`src/rtl/pwrup_pkg.sv`:
```
package pwrup_pkg;

   typedef enum logic [2:0] {
      ST_IDLE    = 3'd0,
      ST_RESET   = 3'd1,
      ST_PWAIT   = 3'd2,
      ST_CLKON   = 3'd3,
      ST_SETTLE1 = 3'd4,
      ST_UNCLAMP = 3'd5,
      ST_SETTLE2 = 3'd6,
      ST_RELEASE = 3'd7
   } seq_state_e;

   // One-cycle commands from the controller to the selected partition's bank
   typedef struct packed {
      logic hold_rst;
      logic free_rst;
      logic pwr_up;
      logic pwr_drop;
      logic clk_up;
      logic clk_drop;
      logic unclamp;
      logic reclamp;
   } part_cmd_t;

endpackage

```
`src/rtl/pwrup_status_sync.sv`:
```
module pwrup_status_sync #(
   parameter int WIDTH  = 8,
   parameter int STAGES = 0
) (
   input  logic             clk,
   input  logic             rst_n,
   input  logic [WIDTH-1:0] raw,
   output logic [WIDTH-1:0] synced
);

   generate
      if (STAGES == 0) begin : g_direct
         assign synced = raw;
      end else begin : g_chain
         logic [WIDTH-1:0] pipe_q [STAGES];

         always_ff @(posedge clk or negedge rst_n) begin
            if (!rst_n) begin
               for (int s = 0; s < STAGES; s++) pipe_q[s] <= '0;
            end else begin
               pipe_q[0] <= raw;
               for (int s = 1; s < STAGES; s++) pipe_q[s] <= pipe_q[s-1];
            end
         end

         assign synced = pipe_q[STAGES-1];
      end
   endgenerate

endmodule

```
`src/rtl/pwrup_tick_timer.sv`:
```
module pwrup_tick_timer #(
   parameter int CNT_W = 15
) (
   input  logic             clk,
   input  logic             rst_n,
   input  logic             clear,
   input  logic             tick,
   input  logic [CNT_W-1:0] limit,
   output logic             hit
);

   logic [CNT_W-1:0] count_q;

   always_ff @(posedge clk or negedge rst_n) begin
      if (!rst_n) begin
         count_q <= '0;
      end else if (clear) begin
         count_q <= '0;
      end else if (tick) begin
         count_q <= count_q + CNT_W'(1);
      end
   end

   // The limit-th tick since the last clear
   assign hit = tick && (count_q == (limit - CNT_W'(1)));

endmodule

```
`src/rtl/pwrup_fsm.sv`:
```
module pwrup_fsm
   import pwrup_pkg::*;
#(
   parameter int NUM_PART      = 8,
   parameter int IDX_W         = 3,
   parameter int CNT_W         = 15,
   parameter int TIMEOUT_TICKS = 25000,
   parameter int SETTLE_TICKS  = 10
) (
   input  logic             clk,
   input  logic             rst_n,
   input  logic             req,
   input  logic [IDX_W-1:0] req_part,
   input  logic             status_cur,
   input  logic             tmr_hit,
   output logic [IDX_W-1:0] idx_q,
   output part_cmd_t        cmd,
   output logic             tmr_clear,
   output logic [CNT_W-1:0] tmr_limit,
   output logic             busy,
   output logic             done,
   output logic             err
);

   localparam logic [IDX_W:0] PART_LIMIT = (IDX_W+1)'(NUM_PART);

   seq_state_e state_q;
   logic       accept;
   logic       timed_out;

   assign accept    = (state_q == ST_IDLE) && req && ({1'b0, req_part} < PART_LIMIT);
   assign timed_out = (state_q == ST_PWAIT) && !status_cur && tmr_hit;
   assign busy      = (state_q != ST_IDLE);

   always_ff @(posedge clk or negedge rst_n) begin
      if (!rst_n) begin
         state_q <= ST_IDLE;
         idx_q   <= '0;
         done    <= 1'b0;
         err     <= 1'b0;
      end else begin
         done <= 1'b0;
         unique case (state_q)
            ST_IDLE: begin
               if (accept) begin
                  idx_q   <= req_part;
                  err     <= 1'b0;
                  state_q <= ST_RESET;
               end
            end
            ST_RESET:   state_q <= status_cur ? ST_CLKON : ST_PWAIT;
            ST_PWAIT: begin
               if (status_cur) begin
                  state_q <= ST_CLKON;
               end else if (tmr_hit) begin
                  err     <= 1'b1;
                  state_q <= ST_IDLE;
               end
            end
            ST_CLKON:   state_q <= ST_SETTLE1;
            ST_SETTLE1: if (tmr_hit) state_q <= ST_UNCLAMP;
            ST_UNCLAMP: state_q <= ST_SETTLE2;
            ST_SETTLE2: if (tmr_hit) state_q <= ST_RELEASE;
            ST_RELEASE: begin
               done    <= 1'b1;
               state_q <= ST_IDLE;
            end
            default:    state_q <= ST_IDLE;
         endcase
      end
   end

   always_comb begin
      cmd       = '0;
      tmr_clear = 1'b0;
      tmr_limit = CNT_W'(SETTLE_TICKS);
      unique case (state_q)
         ST_RESET: begin
            cmd.hold_rst = 1'b1;
            cmd.pwr_up   = !status_cur;
            tmr_clear    = 1'b1;
         end
         ST_PWAIT: begin
            tmr_limit = CNT_W'(TIMEOUT_TICKS);
            if (timed_out) begin
               cmd.hold_rst = 1'b1;
               cmd.pwr_drop = 1'b1;
               cmd.clk_drop = 1'b1;
               cmd.reclamp  = 1'b1;
            end
         end
         ST_CLKON: begin
            cmd.clk_up = 1'b1;
            tmr_clear  = 1'b1;
         end
         ST_UNCLAMP: begin
            cmd.unclamp = 1'b1;
            tmr_clear   = 1'b1;
         end
         ST_RELEASE: cmd.free_rst = 1'b1;
         default: ;
      endcase
   end

endmodule

```
`src/rtl/pwrup_part_bank.sv`:
```
module pwrup_part_bank
   import pwrup_pkg::*;
#(
   parameter int NUM_PART = 8,
   parameter int IDX_W    = 3
) (
   input  logic                clk,
   input  logic                rst_n,
   input  logic [IDX_W-1:0]    idx,
   input  part_cmd_t           cmd,
   output logic [NUM_PART-1:0] rst_assert,
   output logic [NUM_PART-1:0] pwr_on_req,
   output logic [NUM_PART-1:0] clk_en,
   output logic [NUM_PART-1:0] clamp_rel
);

   generate
      for (genvar i = 0; i < NUM_PART; i++) begin : g_part
         logic sel;
         assign sel = (idx == IDX_W'(i));

         always_ff @(posedge clk or negedge rst_n) begin
            if (!rst_n) begin
               rst_assert[i] <= 1'b1;
               pwr_on_req[i] <= 1'b0;
               clk_en[i]     <= 1'b0;
               clamp_rel[i]  <= 1'b0;
            end else if (sel) begin
               if (cmd.hold_rst)      rst_assert[i] <= 1'b1;
               else if (cmd.free_rst) rst_assert[i] <= 1'b0;
               if (cmd.pwr_up)        pwr_on_req[i] <= 1'b1;
               else if (cmd.pwr_drop) pwr_on_req[i] <= 1'b0;
               if (cmd.clk_up)        clk_en[i]     <= 1'b1;
               else if (cmd.clk_drop) clk_en[i]     <= 1'b0;
               if (cmd.unclamp)       clamp_rel[i]  <= 1'b1;
               else if (cmd.reclamp)  clamp_rel[i]  <= 1'b0;
            end
         end
      end
   endgenerate

endmodule

```
`src/rtl/pwrup_seq.sv`:
```
module pwrup_seq
   import pwrup_pkg::*;
#(
   parameter int NUM_PART      = 8,
   parameter int TIMEOUT_TICKS = 25000,
   parameter int SETTLE_TICKS  = 10,
   parameter int SYNC_STAGES   = 0,
   localparam int IDX_W        = $clog2(NUM_PART),
   localparam int LIM_MAX      = (TIMEOUT_TICKS > SETTLE_TICKS) ? TIMEOUT_TICKS : SETTLE_TICKS,
   localparam int CNT_W        = $clog2(LIM_MAX + 1)
) (
   input  logic                clk,
   input  logic                rst_n,
   input  logic                us_tick,
   input  logic                req,
   input  logic [IDX_W-1:0]    req_part,
   input  logic [NUM_PART-1:0] pwr_status,
   output logic                busy,
   output logic                done,
   output logic                err,
   output logic [NUM_PART-1:0] rst_assert,
   output logic [NUM_PART-1:0] pwr_on_req,
   output logic [NUM_PART-1:0] clk_en,
   output logic [NUM_PART-1:0] clamp_rel
);

   generate
      if (NUM_PART < 2) begin : g_bad_num_part
         $error("pwrup_seq: NUM_PART must be at least 2");
      end
      if (TIMEOUT_TICKS < 1 || SETTLE_TICKS < 1) begin : g_bad_ticks
         $error("pwrup_seq: tick limits must be at least 1");
      end
      if (SYNC_STAGES < 0 || SYNC_STAGES > 3) begin : g_bad_sync
         $error("pwrup_seq: SYNC_STAGES must be 0 to 3");
      end
   endgenerate

   logic [NUM_PART-1:0] status_s;
   logic [IDX_W-1:0]    idx_q;
   part_cmd_t           cmd;
   logic                tmr_clear;
   logic                tmr_hit;
   logic [CNT_W-1:0]    tmr_limit;
   logic                status_cur;

   pwrup_status_sync #(
      .WIDTH  (NUM_PART),
      .STAGES (SYNC_STAGES)
   ) u_sync (
      .clk    (clk),
      .rst_n  (rst_n),
      .raw    (pwr_status),
      .synced (status_s)
   );

   assign status_cur = status_s[idx_q];

   pwrup_tick_timer #(
      .CNT_W (CNT_W)
   ) u_timer (
      .clk   (clk),
      .rst_n (rst_n),
      .clear (tmr_clear),
      .tick  (us_tick),
      .limit (tmr_limit),
      .hit   (tmr_hit)
   );

   pwrup_fsm #(
      .NUM_PART      (NUM_PART),
      .IDX_W         (IDX_W),
      .CNT_W         (CNT_W),
      .TIMEOUT_TICKS (TIMEOUT_TICKS),
      .SETTLE_TICKS  (SETTLE_TICKS)
   ) u_fsm (
      .clk        (clk),
      .rst_n      (rst_n),
      .req        (req),
      .req_part   (req_part),
      .status_cur (status_cur),
      .tmr_hit    (tmr_hit),
      .idx_q      (idx_q),
      .cmd        (cmd),
      .tmr_clear  (tmr_clear),
      .tmr_limit  (tmr_limit),
      .busy       (busy),
      .done       (done),
      .err        (err)
   );

   pwrup_part_bank #(
      .NUM_PART (NUM_PART),
      .IDX_W    (IDX_W)
   ) u_bank (
      .clk        (clk),
      .rst_n      (rst_n),
      .idx        (idx_q),
      .cmd        (cmd),
      .rst_assert (rst_assert),
      .pwr_on_req (pwr_on_req),
      .clk_en     (clk_en),
      .clamp_rel  (clamp_rel)
   );

endmodule

```
`config.mk`:
```
export PLATFORM = sky130hd
export DESIGN_NAME = pwrup_seq
export DESIGN_NICKNAME = d
export VERILOG_FILES = /design/src/rtl/pwrup_pkg.sv /design/src/rtl/pwrup_status_sync.sv /design/src/rtl/pwrup_tick_timer.sv /design/src/rtl/pwrup_fsm.sv /design/src/rtl/pwrup_part_bank.sv /design/src/rtl/pwrup_seq.sv
export SDC_FILE = /design/constraint.sdc
export NUM_CORES = 1
export LEC_CHECK = 0
export ABC_CLOCK_PERIOD_IN_PS = 5650
export BUFFER_PORTS_ARGS = -buffer_cell sky130_fd_sc_hd__buf_2
export CAP_MARGIN = 20
export CORE_MARGIN = 5
export CORE_UTILIZATION = 50
export DETAILED_ROUTE_END_ITERATION = 10
export PLACE_DENSITY = 0.7
export SLEW_MARGIN = 5
export SYNTH_ARGS = -nofsm -noshare
export SYNTH_HDL_FRONTEND = slang
export SYNTH_SLANG_ARGS = --single-unit
```
`constraint.sdc`:
```
create_clock -name clk -period 5.65 [get_ports clk]
set_clock_uncertainty 0.2 [all_clocks]
set_input_delay 0 -clock clk [delete_from_list [all_inputs] [get_ports clk]]
set_output_delay 0 -clock clk [all_outputs]
set_load 0.005 [all_outputs]
```
# Yosys cells after proc, flatten, opt, wreduce, memory -nomap -nowiden
# Cells that the tools add are included.
[totals]
ff_bits = 55
latchBits = 0
ramBits = 0
rom_bits = 0
in_bits = 15
output_inout_bits = 35
word_cells = 141
memories = 0
[classes]
addsub = 2
multipliers = 0
div_mod_pow = 0
magnitude_cmp = 1
n_eq_ne = 21
n_shift = 0
mux = 30
n_bitwise = 0
n_reduce_logical = 50
[op_table]
columns = ["operator", "count"]
rows = [
  ["AND reduction 2 bit", 33],
  ["2-to-1 mux 15 bit", 3],
  ["== test 3 bit, second input constant", 8],
  ["case mux 3 bit (8 select lines)", 1],
  ["2-to-1 mux 1 bit", 18],
  ["adder 15 x 1 -> 15 bit, second input constant", 1],
  ["== test 15 bit", 1],
  ["2-to-1 mux 3 bit", 5],
  ["subtractor 15 x 1 -> 15 bit, second input constant", 1],
  ["== test 3 x 2 -> 1 bit, second input constant", 4],
  ["nonzero test 2 bit", 6],
  ["!= test 2 x 1 -> 1 bit, second input constant", 4],
  ["AND reduction 4 bit", 2],
  ["== test 3 x 1 -> 1 bit, second input constant", 2],
  ["zero test 3 bit", 2],
  ["logical AND 1 bit", 4],
  ["less-than comparator 3 x 4 -> 1 bit, second input constant", 1],
  ["case mux 1 bit (2 select lines)", 2],
  ["binary-select mux 1 bit (select 3 bit)", 1],
  ["!= test 3 x 1 -> 1 bit, second input constant", 1],
  ["nonzero test 3 bit", 1],
  ["OR reduction 3 bit", 1],
  ["!= test 2 bit, second input constant", 1],
  ["zero test 1 bit", 1],
]

# Depth between registers and ports, before layout
[depth]
ltp_word = 10
mapped_depth = 8
depth_no_buf = 5

# Modules after synthesis
# From an unflattened synthesis, not the netlist that was laid out.
[hier_totals]
cells_unflattened = 342
hier_area_um2 = 3535.9
[modules_own_cells]
columns = ["module", "n_inst", "cells_each", "area_each_um2", "seq_area_each_um2"]
rows = [
  ["pwrup_part_bank", 1, 120, 1557.7, 810.8],
  ["pwrup_tick_timer", 1, 153, 1272.5, 375.4],
  ["pwrup_fsm", 1, 58, 581.8, 200.2],
  ["pwrup_seq", 1, 3, 63.8, 0.0],
  ["pwrup_status_sync", 1, 8, 60.1, 0.0],
]

# Worst setup path after synthesis
# Ideal clock, no wire load.
[synth_timing]
kind = "register -> register"
start = "reg u_fsm.idx_q[0]"
end = "reg u_bank.clamp_rel[2]"
setup_time_ns = 0.135
t_arrival_ns = 1.471
required_time_ns = 5.315
path_slack_ns = 3.844
stages_incl_launch_ff = 8
n_path_buf = 2
synth_period_minus_slack_ns = 1.806
cell_sequence = "dfrtp_1 -> buf_6 -> nor2_1 -> mux2i_1 -> o22a_2 -> buf_6 -> a211oi_2 -> o22ai_1"
[synth_between]
elab_chain_cells = 9
elab_cells_between_ends = 10
cone_classes = "1 x eq/ne; 4 x mux; 5 x reduce/logical"
[synth_lines]
columns = ["element", "line_no", "text"]
rows = [
  ["start: declaration", "pwrup_fsm.sv:16", "output logic [IDX_W-1:0] idx_q,"],
  ["start signal: assignment", "pwrup_fsm.sv:46", "idx_q <= req_part;"],
  ["binary-select mux 1 bit (select 3 bit)", "pwrup_seq.sv:57", "assign status_cur = status_s[idx_q];"],
  ["2-to-1 mux 1 bit (not written as such)", "pwrup_seq.sv:57", ""],
  ["zero test 1 bit", "pwrup_fsm.sv:32", "assign timed_out = (state_q == ST_PWAIT) && !status_cur && tmr_hit;"],
  ["logical AND 1 bit (2 in series)", "pwrup_fsm.sv:32", ""],
  ["2-to-1 mux 1 bit", "pwrup_fsm.sv:85", "if (timed_out) begin"],
  ["2-to-1 mux 1 bit", "pwrup_fsm.sv:77", "unique case (state_q)"],
  ["nonzero test 2 bit (no line)", "-", ""],
  ["AND reduction 2 bit (no line) *", "-", ""],
  ["end signal: indexed assignment", "pwrup_part_bank.sv:27", "clamp_rel[i] <= 1'b0;"],
  ["end signal: indexed assignment", "pwrup_part_bank.sv:35", "if (cmd.unclamp) clamp_rel[i] <= 1'b1;"],
  ["end signal: indexed assignment", "pwrup_part_bank.sv:36", "else if (cmd.reclamp) clamp_rel[i] <= 1'b0;"],
  ["end: declaration", "pwrup_part_bank.sv:14", "output logic [NUM_PART-1:0] clamp_rel"],
]
# Mark *: on every way between the ends. The rest lies on a longest branch, timed or not. The select of a mux whose other input is x is not followed.
# A chain may end at the register's enable or synchronous reset.

# Final worst setup path
[layout_timing]
start = "reg u_fsm.idx_q[1]"
end = "reg u_bank.pwr_on_req[1]"
[layout_between]
elab_chain_cells = 9
elab_cells_between_ends = 12
cone_classes = "1 x eq/ne; 6 x mux; 5 x reduce/logical"
[layout_lines]
columns = ["element", "line_no", "text"]
rows = [
  ["binary-select mux 1 bit (select 3 bit)", "pwrup_seq.sv:57", ""],
  ["2-to-1 mux 1 bit (not written as such)", "pwrup_seq.sv:57", ""],
  ["zero test 1 bit", "pwrup_fsm.sv:32, pwrup_fsm.sv:80", ""],
  ["logical AND 1 bit (2 in series)", "pwrup_fsm.sv:32", ""],
  ["2-to-1 mux 1 bit", "pwrup_fsm.sv:85", ""],
  ["2-to-1 mux 1 bit", "pwrup_fsm.sv:77", ""],
  ["nonzero test 2 bit (no line)", "-", ""],
  ["AND reduction 2 bit (no line)", "-", ""],
  ["end signal: indexed assignment", "pwrup_part_bank.sv:25", "pwr_on_req[i] <= 1'b0;"],
  ["end signal: indexed assignment", "pwrup_part_bank.sv:31", "if (cmd.pwr_up) pwr_on_req[i] <= 1'b1;"],
  ["end signal: indexed assignment", "pwrup_part_bank.sv:32", "else if (cmd.pwr_drop) pwr_on_req[i] <= 1'b0;"],
  ["end: declaration", "pwrup_part_bank.sv:12", "output logic [NUM_PART-1:0] pwr_on_req,"],
]
# Several ways; a longest one is shown, not always the timed one. The select of a mux whose other input is x is not followed.

==> metrics <==
CTS HTree Levels=2; Rows=27; Worst Slack Setup Final=3.38 ns; net count reported at finish=339; Slew headroom=53.0%; Total Negative Setup Slacks=0 ns; WL per Instance=16.1 microns; cts bufs inserted=5; Initial Utilization=50.9%; DIE HEIGHT=84.4 microns; CP Launch Type=flip-flop; pwr/cell area=380 nW/um^2; Hold Path Class=primary input to flip-flop; CTS max path bufs=2; first-pass GRT wire length=10400 microns; DR DRC count=0; status=completed; Routed Antenna Nets=0; Crit path largest cell delay=0.66 ns; pre-CTS WS=3.43 ns; total power=1.22 mW; Via density=5.65; GR Overflow Total=0; Period Utilization, post-route=40.1%; Synth Instances=273; Tightest Pin Transition=0.705 ns; Post-synth ARST share=100%; initial antenna violation count=0; share of cells above drive strength 1=26.2%; LEAKAGE=1.38 nW; fmax=441 MHz; Fin. Hold Viols=0; Synth Warn #=0; sequential area share after synthesis=50.1%; clock insertion delay at the later pin of the skew report=0.31 ns; Post-CTS Setup Bufs=0; register clock-pin slew on the reported worst setup and hold paths=0.11 ns; post-synthesis register bit count=55; Iter 0 DRT Violations=113; Ant. Diodes=0; vias in the first global route=2121; gpl congestion=0.820; dominant synthesized flop cell=dfrtp_1; Max Transition Viols Final=0; slowest CP cell=dfrtp_1; Core ar.=5440 sq um; root buffer cell=clkbuf_8; Area growth syn-to-layout=15.6%; 1st-pass router iterations=4; syn_area_per_cell=10.1 sq um; Synth Net Count=289; CP arrival=2.31 ns; die width=84.4 microns; final setup fails=0; final wirelength=6370 microns; total die area=7130 sq um; RSZ-0062 raised after global routing=false; GRT Resource Usage Total=17.9%; largest net degree at the start of global routing=56; Critical Path RT=5.70 ns; Max-cap violations=0; port bufs=49; Max VDD drop=0.000195 V; Synth Cell Area=2770 sq um; CTS tree=built; Critical Path, Cell by Cell=mux2i_1 > a21oi_1 > o22ai_2 > o2111ai_4 > o22a_1; hpwl dp=4320 microns; min cycle time layout=2.27 ns; worst setup path category=flip-flop to flip-flop; Worst Setup End Kind=flip-flop; clk sink count=55; # IOs=50; EDFF count, synth=0; vias after detailed routing=2239; Yosys cell types=49; crit-path max FO=17
==> routing by layer <==
layer  part of all wire, %  global-route usage (%)
met2                    50                    29.7
met4                  0.94                    4.60
met5                     0                       0
met1                    44                    23.8
met3                   5.3                    4.12
==> worst max-delay path: cells and delay by family, from the launching register on <==
family	cells	cell delay (ns)
AO/OA/AOI/OAI	4	1.19
flip-flops	1	0.66
multiplexers	1	0.14
==> power by group <==
| group | switching (mW) | internal, mW | total, mW | leakage (nW) |
|---|---|---|---|---|
| sequential | 0.0960 | 0.451 | 0.547 | 0.609 |
| combinational | 0.253 | 0.150 | 0.402 | 0.717 |
| clock | 0.133 | 0.134 | 0.266 | 0.0548 |
==> synth_stat cells (5+ instances only) <==
master	n	area share, %
dfrtp_1	47	42
inv_1	22	3.0
o21ai_0	20	3.6
nor2_1	19	2.6
nand2_1	18	2.4
a21oi_1	12	2.2
o22ai_1	12	2.7
nand3_1	10	1.8
a31oi_1	9	2.0
dfstp_2	8	7.6
xor2_1	8	2.5
a211oi_2	7	3.2
mux2i_1	5	1.8
nor2b_1	5	1.1
==> metrics by stage <==
step	hold slack [ns]	area (sq um)	utilization, %	std cells
after floorplan	-0.496	2770	-	273
after global placement	-0.0271	3020	55.5	381
after detailed placement	-0.0283	3020	55.5	381
after CTS	0.109	3190	58.7	395
after global routing	0.132	3200	58.9	396
final	0.120	3200	58.9	396
==> kinds of logic (layout without fill, tap and decap cells) <==
kind of cell	Yosys count	count (layout)	synth area share, %
AOI/OAI and AO/OA	80	80	20.4
buffers and inverters	36	87	6.33
DFF	55	55	50.1
xor gates and xnor gates	11	11	3.48
and+or+nand+nor	82	82	16.2
adders and majority gates	1	1	0.452
muxes	8	8	3.03
==> area by class of cell <==
cell class | instances | area, sq um
fill | 476 | 2240
sequential | 55 | 1390
multi-input combinational | 182 | 1210
timing repair buffer | 57 | 320
tap | 72 | 90.1
inverter | 22 | 82.6
clock buffer | 5 | 68.8
clock inverter | 3 | 46.3
==> path summary, 6_finish.rpt <==
check | endpoint | from | depth (start not counted) | slack (ns)
setup reg to reg | u_bank.pwr_on_req[1]$_DFFE_PN0P_ | u_fsm.idx_q[1]$_DFFE_PN0P_ | 5 | 3.38
hold reg to reg | u_fsm.err$_DFFE_PN0P_ | u_fsm.err$_DFFE_PN0P_ | 2 | 0.31
min in group asynchronous | u_bank.clamp_rel[0]$_DFFE_PN0P_ | rst_n | 3 | 0.13
setup / recovery | u_bank.pwr_on_req[1]$_DFFE_PN0P_ | u_fsm.idx_q[1]$_DFFE_PN0P_ | 5 | 3.38
max in group asynchronous | u_timer.count_q[13]$_DFFE_PN0P_ | rst_n | 3 | 4.63
hold / removal | u_bank.pwr_on_req[6]$_DFFE_PN0P_ | pwr_status[4] | 5 | 0.12
==> registers in the layout (all words and copies together), names as in the netlist <==
register,count
u_bank.clk_en,8
u_bank.clamp_rel,8
u_bank.pwr_on_req,8
u_fsm.done,1
u_fsm.idx_q,3
u_fsm.err,1
u_timer.count_q,15
u_fsm.state_q,3
u_bank.rst_assert,8
==> cells in the final DEF (no fill, tap or decap), types with 5 or more instances in the layout <==
cell type	netlist	layout
a31oi_1	9	9
dlygate4sd3_1	0	6
dfstp_2	8	8
a211oi_2	7	7
mux2i_1	5	5
xor2_1	8	8
clkbuf_8	0	5
buf_2	4	49
nor2_1	19	19
a21oi_1	12	12
o21ai_0	20	20
inv_1	22	22
o22ai_1	12	12
nand3_1	10	10
nand2_1	18	18
nor2b_1	5	5
dfrtp_1	47	47
==> timing repair <==
action	in CTS	in global routing
hold buffers	6	0
endpoints found under the hold margin	57	0
resized for setup	0	0
No activity file was read; power rests on OpenSTA's default activity.
